$ cat config.mk
export PLATFORM = sky130hd
export DESIGN_NAME = asram_ctrl
export DESIGN_NICKNAME = d
export VERILOG_FILES = /design/src/rtl/asram_pkg.sv /design/src/rtl/asram_dwell.sv /design/src/rtl/asram_seq.sv /design/src/rtl/asram_dpath.sv /design/src/rtl/asram_ctrl.sv
export SDC_FILE = /design/constraint.sdc
export NUM_CORES = 1
export LEC_CHECK = 0
export BUFFER_PORTS_ARGS = -buffer_cell sky130_fd_sc_hd__buf_4
export CAP_MARGIN = 20
export CORE_UTILIZATION = 30
export DETAILED_ROUTE_END_ITERATION = 8
export HOLD_SLACK_MARGIN = 0.02
export PLACE_DENSITY_LB_ADDON = 0.15
export SETUP_SLACK_MARGIN = 0.02
export SYNTH_ARGS = -nofsm -noshare
export SYNTH_HDL_FRONTEND = slang
export SYNTH_SLANG_ARGS = --single-unit
$ cat constraint.sdc
create_clock -name clk -period 1.7 [get_ports clk]
set_input_delay 0.085 -clock clk [delete_from_list [all_inputs] [get_ports clk]]
set_output_delay 0.085 -clock clk [all_outputs]
set_load 0.01 [all_outputs]
$ cat src/rtl/asram_pkg.sv
package asram_pkg;

  typedef enum logic [2:0] {
    ST_IDLE       = 3'd0,
    ST_READ_WAIT  = 3'd1,
    ST_READ_CAPT  = 3'd2,
    ST_WR_SETUP   = 3'd3,
    ST_WR_PULSE   = 3'd4,
    ST_WR_RECOVER = 3'd5,
    ST_TURNAROUND = 3'd6
  } asram_state_e;

  // Rounds a nanosecond minimum up to whole clocks; any nonzero minimum
  // costs at least one clock.
  function automatic int ns2cyc(input int ns, input int clk_ns);
    int c;
    c = (ns + clk_ns - 1) / clk_ns;
    if (ns > 0 && c < 1) c = 1;
    return c;
  endfunction

  function automatic int imax(input int a, input int b);
    return (a > b) ? a : b;
  endfunction

endpackage

$ cat src/rtl/asram_dwell.sv
module asram_dwell #(
  parameter int CW = 8
) (
  input  logic          clk,
  input  logic          rst_n,
  input  logic          load,
  input  logic [CW-1:0] load_val,
  output logic [CW-1:0] count,
  output logic          expired
);

  logic [CW-1:0] cnt_q;
  logic [CW-1:0] cnt_d;
  logic          cnt_en;

  always_comb begin
    cnt_en = load || (cnt_q != '0);
    cnt_d  = load ? load_val : (cnt_q - 1'b1);
  end

  always_ff @(posedge clk or negedge rst_n) begin
    if (!rst_n) begin
      cnt_q <= '0;
    end else if (cnt_en) begin
      cnt_q <= cnt_d;
    end
  end

  assign count   = cnt_q;
  assign expired = (cnt_q == '0);

endmodule

$ cat src/rtl/asram_seq.sv
module asram_seq
  import asram_pkg::*;
#(
  parameter int RD_C    = 6,
  parameter int SETUP_C = 1,
  parameter int PULSE_C = 6,
  parameter int HZWE_C  = 2,
  parameter int RECOV_C = 1,
  parameter int TURN_C  = 3,
  parameter int CW      = 8
) (
  input  logic clk,
  input  logic rst_n,
  input  logic start,
  input  logic start_wr,
  output logic idle,
  output logic capture,
  output logic done,
  output logic sel_n,
  output logic sel,
  output logic oe_n,
  output logic we_n,
  output logic dq_oe
);

  localparam logic [CW-1:0] RD_L    = CW'(RD_C - 1);
  localparam logic [CW-1:0] SETUP_L = CW'(SETUP_C - 1);
  localparam logic [CW-1:0] PULSE_L = CW'(PULSE_C - 1);
  localparam logic [CW-1:0] RECOV_L = CW'(RECOV_C - 1);
  localparam logic [CW-1:0] TURN_L  = CW'(TURN_C - 1);
  localparam logic [CW-1:0] PULSE_N = CW'(PULSE_C);
  localparam logic [CW-1:0] HZWE_N  = CW'(HZWE_C);

  asram_state_e  state_q, state_d;
  logic          ld;
  logic [CW-1:0] ld_val;
  logic [CW-1:0] cnt;
  logic          exp_w;

  asram_dwell #(.CW(CW)) u_dwell (
    .clk      (clk),
    .rst_n    (rst_n),
    .load     (ld),
    .load_val (ld_val),
    .count    (cnt),
    .expired  (exp_w)
  );

  // next-state
  always_comb begin
    state_d = state_q;
    case (state_q)
      ST_IDLE:       if (start) state_d = start_wr ? ST_WR_SETUP : ST_READ_WAIT;
      ST_READ_WAIT:  if (exp_w) state_d = ST_READ_CAPT;
      ST_READ_CAPT:  state_d = ST_TURNAROUND;
      ST_WR_SETUP:   if (exp_w) state_d = ST_WR_PULSE;
      ST_WR_PULSE:   if (exp_w) state_d = ST_WR_RECOVER;
      ST_WR_RECOVER: if (exp_w) state_d = ST_TURNAROUND;
      ST_TURNAROUND: if (exp_w) state_d = ST_IDLE;
      default:       state_d = ST_IDLE;
    endcase
  end

  // dwell reload on every state change
  always_comb begin
    ld = (state_d != state_q);
    case (state_d)
      ST_READ_WAIT:  ld_val = RD_L;
      ST_WR_SETUP:   ld_val = SETUP_L;
      ST_WR_PULSE:   ld_val = PULSE_L;
      ST_WR_RECOVER: ld_val = RECOV_L;
      ST_TURNAROUND: ld_val = TURN_L;
      default:       ld_val = '0;
    endcase
  end

  always_ff @(posedge clk or negedge rst_n) begin
    if (!rst_n) begin
      state_q <= ST_IDLE;
    end else begin
      state_q <= state_d;
    end
  end

  // registered pin controls, decoded from the next state
  logic sel_act_d, oe_act_d, we_act_d, drv_d, done_d, capt_d;
  logic sel_act_q, oe_act_q, we_act_q, drv_q, done_q;

  always_comb begin
    sel_act_d = (state_d != ST_IDLE) && (state_d != ST_TURNAROUND);
    oe_act_d  = sel_act_d;
    we_act_d  = (state_d == ST_WR_PULSE);
    if (state_d != ST_WR_PULSE) begin
      drv_d = 1'b0;
    end else if (ld) begin
      drv_d = (HZWE_C == 0);
    end else begin
      drv_d = ((PULSE_N - cnt) >= HZWE_N);
    end
    capt_d = (state_q == ST_READ_CAPT);
    done_d = capt_d || ((state_q == ST_WR_RECOVER) && exp_w);
  end

  always_ff @(posedge clk or negedge rst_n) begin
    if (!rst_n) begin
      sel_act_q <= 1'b0;
      oe_act_q  <= 1'b0;
      we_act_q  <= 1'b0;
      drv_q     <= 1'b0;
      done_q    <= 1'b0;
    end else begin
      sel_act_q <= sel_act_d;
      oe_act_q  <= oe_act_d;
      we_act_q  <= we_act_d;
      drv_q     <= drv_d;
      done_q    <= done_d;
    end
  end

  assign idle    = (state_q == ST_IDLE);
  assign capture = capt_d;
  assign done    = done_q;
  assign sel_n   = ~sel_act_q;
  assign sel     = sel_act_q;
  assign oe_n    = ~oe_act_q;
  assign we_n    = ~we_act_q;
  assign dq_oe   = drv_q;

  // run-length trackers for the timing properties
  logic [7:0] wl_q;
  logic [7:0] ds_q;

  always_ff @(posedge clk or negedge rst_n) begin
    if (!rst_n) begin
      wl_q <= '0;
      ds_q <= 8'hFF;
    end else begin
      wl_q <= we_n ? 8'd0 : ((wl_q == 8'hFF) ? wl_q : wl_q + 8'd1);
      ds_q <= (!sel_n) ? 8'd0 : ((ds_q == 8'hFF) ? ds_q : ds_q + 8'd1);
    end
  end

  AST_IDLE_QUIET: assert property (@(posedge clk) disable iff (!rst_n)
    idle |-> (sel_n && !sel && we_n && oe_n && !dq_oe && !done));
  AST_WE_SELECTED: assert property (@(posedge clk) disable iff (!rst_n)
    !we_n |-> (!sel_n && sel));
  AST_PULSE_WIDTH: assert property (@(posedge clk) disable iff (!rst_n)
    $rose(we_n) |-> (wl_q >= 8'(PULSE_C)));
  AST_DRV_WITH_WE: assert property (@(posedge clk) disable iff (!rst_n)
    dq_oe |-> !we_n);
  AST_DRV_AFTER_FLOAT: assert property (@(posedge clk) disable iff (!rst_n)
    $rose(dq_oe) |-> (wl_q >= 8'(HZWE_C)));
  AST_DRV_RELEASE: assert property (@(posedge clk) disable iff (!rst_n)
    $rose(we_n) |-> !dq_oe);
  AST_TURNAROUND_GAP: assert property (@(posedge clk) disable iff (!rst_n)
    $fell(sel_n) |-> (ds_q >= 8'(TURN_C)));
  AST_DONE_SINGLE: assert property (@(posedge clk) disable iff (!rst_n)
    done |=> !done);

endmodule

$ cat src/rtl/asram_dpath.sv
module asram_dpath #(
  parameter int AW = 17,
  parameter int DW = 8
) (
  input  logic          clk,
  input  logic          rst_n,
  input  logic          accept,
  input  logic          capture,
  input  logic          idle,
  input  logic [AW-1:0] addr_in,
  input  logic [DW-1:0] wdata_in,
  input  logic [DW-1:0] bus_in,
  output logic [AW-1:0] addr_out,
  output logic [DW-1:0] wdata_out,
  output logic [DW-1:0] rdata_out
);

  logic [AW-1:0] addr_q;
  logic [DW-1:0] wdata_q;
  logic [DW-1:0] rdata_q;

  always_ff @(posedge clk or negedge rst_n) begin
    if (!rst_n) begin
      addr_q  <= '0;
      wdata_q <= '0;
    end else if (accept) begin
      addr_q  <= addr_in;
      wdata_q <= wdata_in;
    end
  end

  always_ff @(posedge clk or negedge rst_n) begin
    if (!rst_n) begin
      rdata_q <= '0;
    end else if (capture) begin
      rdata_q <= bus_in;
    end
  end

  assign addr_out  = addr_q;
  assign wdata_out = wdata_q;
  assign rdata_out = rdata_q;

  AST_ADDR_HELD: assert property (@(posedge clk) disable iff (!rst_n)
    (!idle && $past(!idle)) |-> ($stable(addr_q) && $stable(wdata_q)));
  AST_ACCEPT_IDLE: assert property (@(posedge clk) disable iff (!rst_n)
    accept |-> idle);

endmodule

$ cat src/rtl/asram_ctrl.sv
module asram_ctrl
  import asram_pkg::*;
#(
  parameter int CLK_PERIOD_NS = 5,
  parameter int AW            = 17,
  parameter int DW            = 8,
  parameter int T_READ_CYC    = 30,
  parameter int T_ADDR_ACC    = 30,
  parameter int T_SEL_ACC     = 30,
  parameter int T_OE_ACC      = 12,
  parameter int T_WR_CYC      = 30,
  parameter int T_SEL_WEND    = 22,
  parameter int T_WE_WIDTH    = 22,
  parameter int T_DATA_SETUP  = 18,
  parameter int T_WE_FLOAT    = 8,
  parameter int T_SEL_FLOAT   = 15,
  parameter int T_OE_FLOAT    = 8
) (
  input  logic          clk,
  input  logic          rst_n,
  input  logic          host_req,
  input  logic          host_wr,
  input  logic [AW-1:0] host_addr,
  input  logic [DW-1:0] host_wdata,
  output logic          host_ready,
  output logic          host_done,
  output logic [DW-1:0] host_rdata,
  output logic [AW-1:0] ram_addr,
  output logic          ram_sel_n,
  output logic          ram_sel,
  output logic          ram_oe_n,
  output logic          ram_we_n,
  output logic [DW-1:0] ram_dq_out,
  output logic          ram_dq_oe,
  input  logic [DW-1:0] ram_dq_in
);

  localparam int CK       = CLK_PERIOD_NS;
  localparam int RD_C     = imax(1, imax(ns2cyc(T_READ_CYC, CK),
                                  imax(ns2cyc(T_ADDR_ACC, CK),
                                  imax(ns2cyc(T_SEL_ACC, CK), ns2cyc(T_OE_ACC, CK)))));
  localparam int SETUP_C  = 1;
  localparam int HZWE_C   = ns2cyc(T_WE_FLOAT, CK);
  localparam int PULSE_C  = imax(1, imax(ns2cyc(T_WE_WIDTH, CK),
                                  imax(HZWE_C + ns2cyc(T_DATA_SETUP, CK),
                                       ns2cyc(T_SEL_WEND, CK) - SETUP_C)));
  localparam int RECOV_C  = imax(1, ns2cyc(T_WR_CYC, CK) - SETUP_C - PULSE_C);
  localparam int TURN_C   = imax(1, imax(ns2cyc(T_SEL_FLOAT, CK), ns2cyc(T_OE_FLOAT, CK)));
  localparam int CW       = $clog2(imax(RD_C, imax(PULSE_C, imax(RECOV_C, TURN_C))) + 2);

  logic idle;
  logic capture;
  logic accept;

  assign accept     = host_req && idle;
  assign host_ready = idle;

  asram_seq #(
    .RD_C    (RD_C),
    .SETUP_C (SETUP_C),
    .PULSE_C (PULSE_C),
    .HZWE_C  (HZWE_C),
    .RECOV_C (RECOV_C),
    .TURN_C  (TURN_C),
    .CW      (CW)
  ) u_seq (
    .clk      (clk),
    .rst_n    (rst_n),
    .start    (accept),
    .start_wr (host_wr),
    .idle     (idle),
    .capture  (capture),
    .done     (host_done),
    .sel_n    (ram_sel_n),
    .sel      (ram_sel),
    .oe_n     (ram_oe_n),
    .we_n     (ram_we_n),
    .dq_oe    (ram_dq_oe)
  );

  asram_dpath #(.AW(AW), .DW(DW)) u_dpath (
    .clk       (clk),
    .rst_n     (rst_n),
    .accept    (accept),
    .capture   (capture),
    .idle      (idle),
    .addr_in   (host_addr),
    .wdata_in  (host_wdata),
    .bus_in    (ram_dq_in),
    .addr_out  (ram_addr),
    .wdata_out (ram_dq_out),
    .rdata_out (host_rdata)
  );

  AST_READ_NO_DRIVE: assert property (@(posedge clk) disable iff (!rst_n)
    (!ram_oe_n && ram_we_n) |-> !ram_dq_oe);
  AST_READY_QUIET: assert property (@(posedge clk) disable iff (!rst_n)
    host_ready |-> (ram_sel_n && ram_we_n && !host_done));

endmodule

==> impl_metrics.ini, run 1 <==
[clock_tree]
cts.sinks = 43
clock_latency_ns = 0.30
cts_inserted_buffers = 5
clockBufferDepth = 2
clk_pin_slew_ns = 0.09
cts_max_level = 2
cts_tree = yes
cts_setup_buffers = 0
root_buffer = clkbuf_8

[placed_design]
portBuffers = 76
placed_area_sq_um = 2611
post-dp-hpwl_um = 2795
gp_congestion = 0.7714

[logic_synthesis]
yosys.cell_count.top_type = dfrtp_1
synth_area_sq_um = 1967
ys_seq_elements = 43
yosysTopAreaCellShare_pct = 54.71
ys.flop_type = dfrtp_1
synthTopCellsByCount = 43 x dfrtp_1, 19 x mux2_4, 14 x mux2_2
yosys-top-cells-area = dfrtp_1 55%, mux2_4 15%, mux2_2 8.0%
synth.distinct_cells = 32
ys_warn_count = 0
synth_enable_flop_cells = 0
avgSynthCellArea_sq_um = 14.15
yosysTopAreaCell = dfrtp_1
synthCells = 139
ys_seq_area_share_pct = 54.71
synth-async-reset-ratio_pct = 100.0
synth_nets = 179

[route]
vias = 1452
routedWlPerCell_um = 12.80
firstDrtPassIters = 4
postRouteAntennaNets = 0
vias_per_cell = 4.360
drc = 0
dr.first_iter.drc_count = 44
wl_um = 4264

[min_path]
hold_end = u_seq.state_q[1]$_DFF_PN0_
min_from = host_wr
holdPathStages = 3
hold_path.class = input pin to flop

[worst_setup_path]
regToRegEndpoint = u_seq.state_q[0]$_DFF_PN0_
cp_data_arrival_time_ns = 1.68
endpoint_kind = flop
reg2reg_from = u_seq.u_dwell.count[0]$_DFFE_PN0P_
required_ns = 1.89
crit_path_max_fanout = 10
rr_worst_depth = 7
critPathKind = flop to flop
cp-start-kind = flop
r2r_setup_slack_ns = 0.21
critPathMaxStageDelay_ns = 0.36
critPathSlowestCell = dfrtp_1
path_delay_family = flip-flops
path_buf_inv = 2
path_cells = inv_1, ha_1, nor2b_1, buf_4, nand2_1, o21ai_0, a21o_1

[sta]
slew_violations = 0
period_needed_ns = 1.487
maxSlewHeadroom_pct = 63.00
setup_viol_count_final = 0
max_freq_mhz = 672.7
finClkSkew_ns = 0.005199
setup_tns_ns = 0
hold_viol = 0
finalCritPeriodShare_pct = 87.45
tightest_slew_ns = 0.5551
rsz0062_at_grt = no

[final_layout]
areaGrowthSynthToFinish_pct = 54.96
design_area_sq_um = 3048
num_antenna_cells = 0
fillers = 588
final_layout_size_suffix_gt1_share_pct = 50.78
final_nets = 295
fin_util_pct = 48.00

[status]
status = complete, no violations

[power_and_ir_drop]
ir_drop_mv = 0.7194
internal_power_mw = 3.500
pwr-share-seq_pct = 34.3
combPwrFrac_pct = 53.1
p_leak_nw = 1.452
power_density_nw_per_um2 = 1751
swShare_pct = 34.40
clkPwrFrac_pct = 12.5
switching_power_mw = 1.836

[die]
initial_utilization_pct = 30.98
fp.dieW_um = 82.97
ios = 77
coreArea_sq_um = 6350
die-area_sq_um = 6884
die_y_um = 82.97
num_rows = 29

[global_route]
grt_usage_pct = 13.61
grt_pass1_wl_um = 7500
grt-ovfl-total = 0
grt_pass1_vias = 1496
grt_max_degree = 44
antenna_found_initial = 0

[job]
drv_cap = 0
[metal layers]
metal | vias to the layer above | wire length, um | track usage [%] | share of wire (%)
met5 | - | 0 | 0 | 0
met3 | 5 | 222 | 3.479 | 5.2
met1 | 702 | 1929 | 17.84 | 45
met4 | 0 | 38 | 4.232 | 0.89
li1 | 701 | - | - | -
met2 | 44 | 2073 | 22.06 | 49
[cell type report]
type / instances / area, sq um / area share [%]
clock buffers: 5 / 68.82 / 2.258
clock inverters: 3 / 23.77 / 0.7800
inverters: 7 / 26.28 / 0.8621
multi-input cells: 80 / 760.7 / 24.96
flip-flops and latches: 43 / 1076 / 35.30
well taps: 77 / 96.34 / 3.161
repair buffers: 118 / 996.0 / 32.68
[flip-flops by register name, summed over array words and instances (netlist names), 3 cells and up]
register / flops
u_dpath.addr_out: 17
u_dpath.rdata_out: 8
u_dpath.wdata_out: 8
u_seq.state_q: 3
u_seq.u_dwell.count: 3
[worst register-to-register path: stages, from the launching register on]
cell     delay [ns]
dfrtp_1        0.36
inv_1          0.08
ha_1           0.21
nor2b_1        0.13
buf_4          0.17
nand2_1        0.15
o21ai_0        0.11
a21o_1         0.18
[per-stage QoR]
| step | std cells | power (mW) | setup WS (ns) | hold WS [ns] |
|---|---|---|---|---|
| 2_1_floorplan | 139 | 3.563 | 0.1614 | -0.2106 |
| 3_5_place_dp | 291 | 4.624 | 0.2311 | 0.1199 |
| 3_3_place_gp | 291 | 4.621 | 0.2176 | 0.1215 |
| 4_1_cts | 332 | 5.392 | 0.2038 | 0.02332 |
| 6_report | 333 | 5.336 | 0.2134 | 0.07644 |
| 5_1_grt | 333 | 5.769 | 0.07696 | 0.09442 |
[cells by family (layout without fill, tap and decap cells)]
group / count (synthesis) / in the layout / share of synthesized area [%]
buffers and inverters: 16 / 133 / 6.807
XOR/XNOR: 2 / 2 / 0.8907
multiplexers: 34 / 34 / 23.03
AND/OR/NAND/NOR: 22 / 22 / 6.362
AO/OA/AOI/OAI: 19 / 19 / 6.299
flip-flops: 43 / 43 / 54.71
adder cells (fa/ha/maj): 3 / 3 / 1.909
[cell usage in the layout, fill, tap and decap left out, types with 2 or more instances in the layout]
cell / n
inv_1: 7
nor2_1: 6
clkinvlp_4: 2
nand3_1: 2
mux2_2: 14
buf_4: 82
nand2b_1: 2
ha_1: 3
mux2_4: 19
dlygate4sd3_1: 34
a21oi_1: 5
nand2_1: 4
clkbuf_8: 5
buf_12: 2
dfrtp_1: 43
xnor2_1: 2
o21ai_0: 6
[power groups by stage]
stage	registers, mW	logic [mW]	clock network (mW)
6_report	1.83	2.84	0.669
5_1_grt	1.91	3.10	0.758
4_1_cts	1.83	2.85	0.709
3_5_place_dp	1.85	2.78	0
3_3_place_gp	1.84	2.78	0
2_1_floorplan	2.02	1.54	0
[worst max path at each step]
stage	from	to	slack, ns	cells past startpoint
floorplan	u_seq.state_q[0]$_DFF_PN0_	u_dpath.addr_out[10]$_DFFE_PN0P_	0.16	6
global placement	u_seq.u_dwell.count[0]$_DFFE_PN0P_	u_seq.u_dwell.count[0]$_DFFE_PN0P_	0.22	7
detailed placement	u_seq.u_dwell.count[0]$_DFFE_PN0P_	u_seq.u_dwell.count[0]$_DFFE_PN0P_	0.23	7
CTS	u_seq.u_dwell.count[0]$_DFFE_PN0P_	u_seq.u_dwell.count[0]$_DFFE_PN0P_	0.20	7
global route	u_seq.u_dwell.count[0]$_DFFE_PN0P_	u_seq.u_dwell.count[1]$_DFFE_PN0P_	0.08	7
finish	u_seq.u_dwell.count[0]$_DFFE_PN0P_	u_seq.state_q[0]$_DFF_PN0_	0.21	7
[what timing repair did]
action                     CTS  global route
setup endpoints to repair    0             2
hold endpoints to repair    75             1
gates resized for setup      0             1
hold buffers                33             1
Power figures use the tool's default switching activity.
==> run 2: changes to the inputs <==
- CTS_CLUSTER_DIAMETER: unset -> 120
- SYNTH_HIERARCHICAL: unset -> 1
==> impl_metrics.ini, run 2 <==
[status]
status = finished with violations
violations = DRC, setup timing

[worst_setup_path]
critPathKind = flop to flop
rr_worst_depth = 11
endpoint_kind = flop
critPathSlowestCell = dfrtp_1
cp_common_cell = buf_4
required_ns = 1.88
path_cells = or2_4, nor2_4, and2_4, buf_4, nand2_4, o221ai_4, or2_1, o21ai_2, buf_4, nor2b_1, a31oi_1
crit_path_max_fanout = 5
path_buf_inv = 2
cp_data_arrival_time_ns = 2.06
critPathMaxStageDelay_ns = 0.40
path_delay_family = simple AND/OR/NAND/NOR gates
cp.depth = 11
cp-start-kind = flop

[route]
dr.first_iter.drc_count = 39
vias_per_cell = 4.306
wl_met2_um = 2142
vias = 1589
m1WireLength_um = 2085
drc = 10
postRouteAntennaNets = 0
topRoutingLayerUsed = met4
routedWlPerCell_um = 12.54
met3WireLength_um = 328
firstDrtPassIters = 7
wl_um = 4627

[die]
ios = 77
num_rows = 29
die-area_sq_um = 7111
die_y_um = 84.33
initial_utilization_pct = 31.48
fp.dieW_um = 84.33
coreArea_sq_um = 6459

[logic_synthesis]
ys_warn_count = 6
synthTopCellsByCount = 43 x dfrtp_1, 20 x mux2_4, 13 x mux2_2
avgSynthCellArea_sq_um = 13.93
yosys-top-cells-area = dfrtp_1 53%, mux2_4 15%, mux2_2 7.2%
yosys.cell_count.top_type = dfrtp_1
yosysTopAreaCellShare_pct = 52.92
synth_area_sq_um = 2033
ys_seq_area_share_pct = 52.92
synth_nets = 187
ys_seq_elements = 43
synth.distinct_cells = 36
ys.flop_type = dfrtp_1
synthCells = 146
yosysTopAreaCell = dfrtp_1
synth_enable_flop_cells = 0
synth-async-reset-ratio_pct = 100.0

[clock_tree]
clock_latency_ns = 0.29
cts_inserted_buffers = 5
cts.sinks = 43
root_buffer = clkbuf_8
clockBufferDepth = 2
clk_pin_slew_ns = 0.08
cts_tree = yes
cts_max_level = 2

[sta]
slew_violations = 0
setup_tns_ns = -0.6006
hold_slack_ns = 0.02937
finalCritPeriodShare_pct = 110.8
hold_viol = 0
period_needed_ns = 1.883
tightest_slew_ns = 0.5413
fin_ws_ns = -0.1830
rsz0062_at_grt = yes
setup_viol_count_final = 4
finClkSkew_ns = 0.004509
maxSlewHeadroom_pct = 63.92
max_freq_mhz = 531.1

[placed_design]
post-dp-hpwl_um = 3036
dp.cells = 314
portBuffers = 76
dp_slack_ns = -0.2552
gp_congestion = 0.7301
placed_area_sq_um = 2791

[power_and_ir_drop]
power_density_nw_per_um2 = 1788
ir_drop_mv = 0.6031
design_power_total_mw = 6.173
p_leak_nw = 1.664
internal_power_mw = 4.197
pwr-share-seq_pct = 28.6
swShare_pct = 32.00
combPwrFrac_pct = 56.1
clkPwrFrac_pct = 15.3
switching_power_mw = 1.976

[global_route]
grt_usage_pct = 13.67
grt_pass1_vias = 1598
grt_pass1_wl_um = 7652
antenna_found_initial = 0
grt_max_degree = 44
grt-ovfl-total = 0

[final_layout]
areaGrowthSynthToFinish_pct = 69.85
multi_input_comb_area_sq_um = 902.1
fillers = 574
final_common_cell = buf_4
num_antenna_cells = 0
fin_util_pct = 53.47
final_nets = 332
seq_area_sq_um = 1076
final_layout_size_suffix_gt1_share_pct = 60.96
final_cells = 369
largest_reg_flops = 17
layout_common_cells = 110 x buf_4, 43 x dfrtp_1, 32 x dlygate4sd3_1, 20 x mux2_4, 13 x mux2_2
design_area_sq_um = 3453

[min_path]
holdPathStages = 2
hold_path.class = input pin to flop

[job]
drv_cap = 0
-- run 2: cell types whose count changed in the layout (fill, tap and decap cells not counted), moves of 3 or more --
| cell | delta |
|---|---|
| inv_2 | +3 |
| buf_6 | +3 |
| a21oi_1 | -4 |
| o21ai_0 | -6 |
| buf_4 | +28 |
-- run 2: per-layer routing --
metal	up-vias	global-route usage, %
met2	48	21.46
met1	748	17.98
met5	-	0
met4	0	4.859
li1	785	-
met3	8	4.031
-- run 2: cell type report --
cell class / count / area share (%)
inverters: 13 / 1.486
multi-input cells: 82 / 26.12
clock inverters: 2 / 1.739
clock buffers: 6 / 2.101
flip-flops and latches: 43 / 31.16
well taps: 77 / 2.790
repair buffers: 146 / 34.60
-- run 2: repair_timing --
| action | 4_1_cts | 5_1_grt |
|---|---|---|
| gates cloned | 0 | 0 |
| pin swaps | 9 | 10 |
| hold buffers | 30 | 2 |
| resized for setup | 15 | 8 |
| endpoints found under the setup margin | 31 | 30 |
| hold endpoints to repair | 72 | 2 |
| buffers inserted | 10 | 5 |
-- run 2: path summary, 6_finish.rpt --
check,to,slack [ns],from
worst max-delay path,u_seq/u_dwell/count[2]$_DFFE_PN0P_,-0.18,u_seq/state_q[2]$_DFF_PN0_
worst min-delay path,u_dpath/addr_out[2]$_DFFE_PN0P_,0.03,host_addr[2]
worst max register to register,u_seq/u_dwell/count[2]$_DFFE_PN0P_,-0.18,u_seq/state_q[2]$_DFF_PN0_
worst min register to register,u_dpath/addr_out[5]$_DFFE_PN0P_,0.51,u_dpath/addr_out[5]$_DFFE_PN0P_
max in group asynchronous,u_dpath/rdata_out[3]$_DFFE_PN0P_,1.00,rst_n
min in group asynchronous,u_dpath/addr_out[3]$_DFFE_PN0P_,0.32,rst_n
-- run 2: cell families (layout without fill, tap and decap cells) --
logic type / after synthesis / count (layout) / synth area share (%)
buffers and inverters: 21 / 167 / 7.199
adders and majority gates: 5 / 5 / 3.015
xor gates and xnor gates: 2 / 2 / 0.8617
DFF: 43 / 43 / 52.92
muxes: 33 / 33 / 21.97
AOI/OAI and AO/OA: 14 / 14 / 5.539
and+or+nand+nor: 28 / 28 / 8.494
-- run 2: power groups by stage --
stage                     Combinational (mW)  Sequential [mW]  Clock (mW)
after floorplan                         1.45             2.00           0
after global placement                  2.95             1.76           0
after detailed placement                2.94             1.79           0
after CTS                               3.29             1.77       0.964
after global routing                    3.74             1.84        1.01
final                                   3.46             1.77       0.943
-- run 2: worst reg2reg max path, cell delays in order, from the launching register on --
cell	delay, ns
dfrtp_1	0.40
or2_4	0.27
nor2_4	0.10
and2_4	0.18
buf_4	0.12
nand2_4	0.04
o221ai_4	0.17
or2_1	0.14
o21ai_2	0.06
buf_4	0.14
nor2b_1	0.10
a31oi_1	0.05
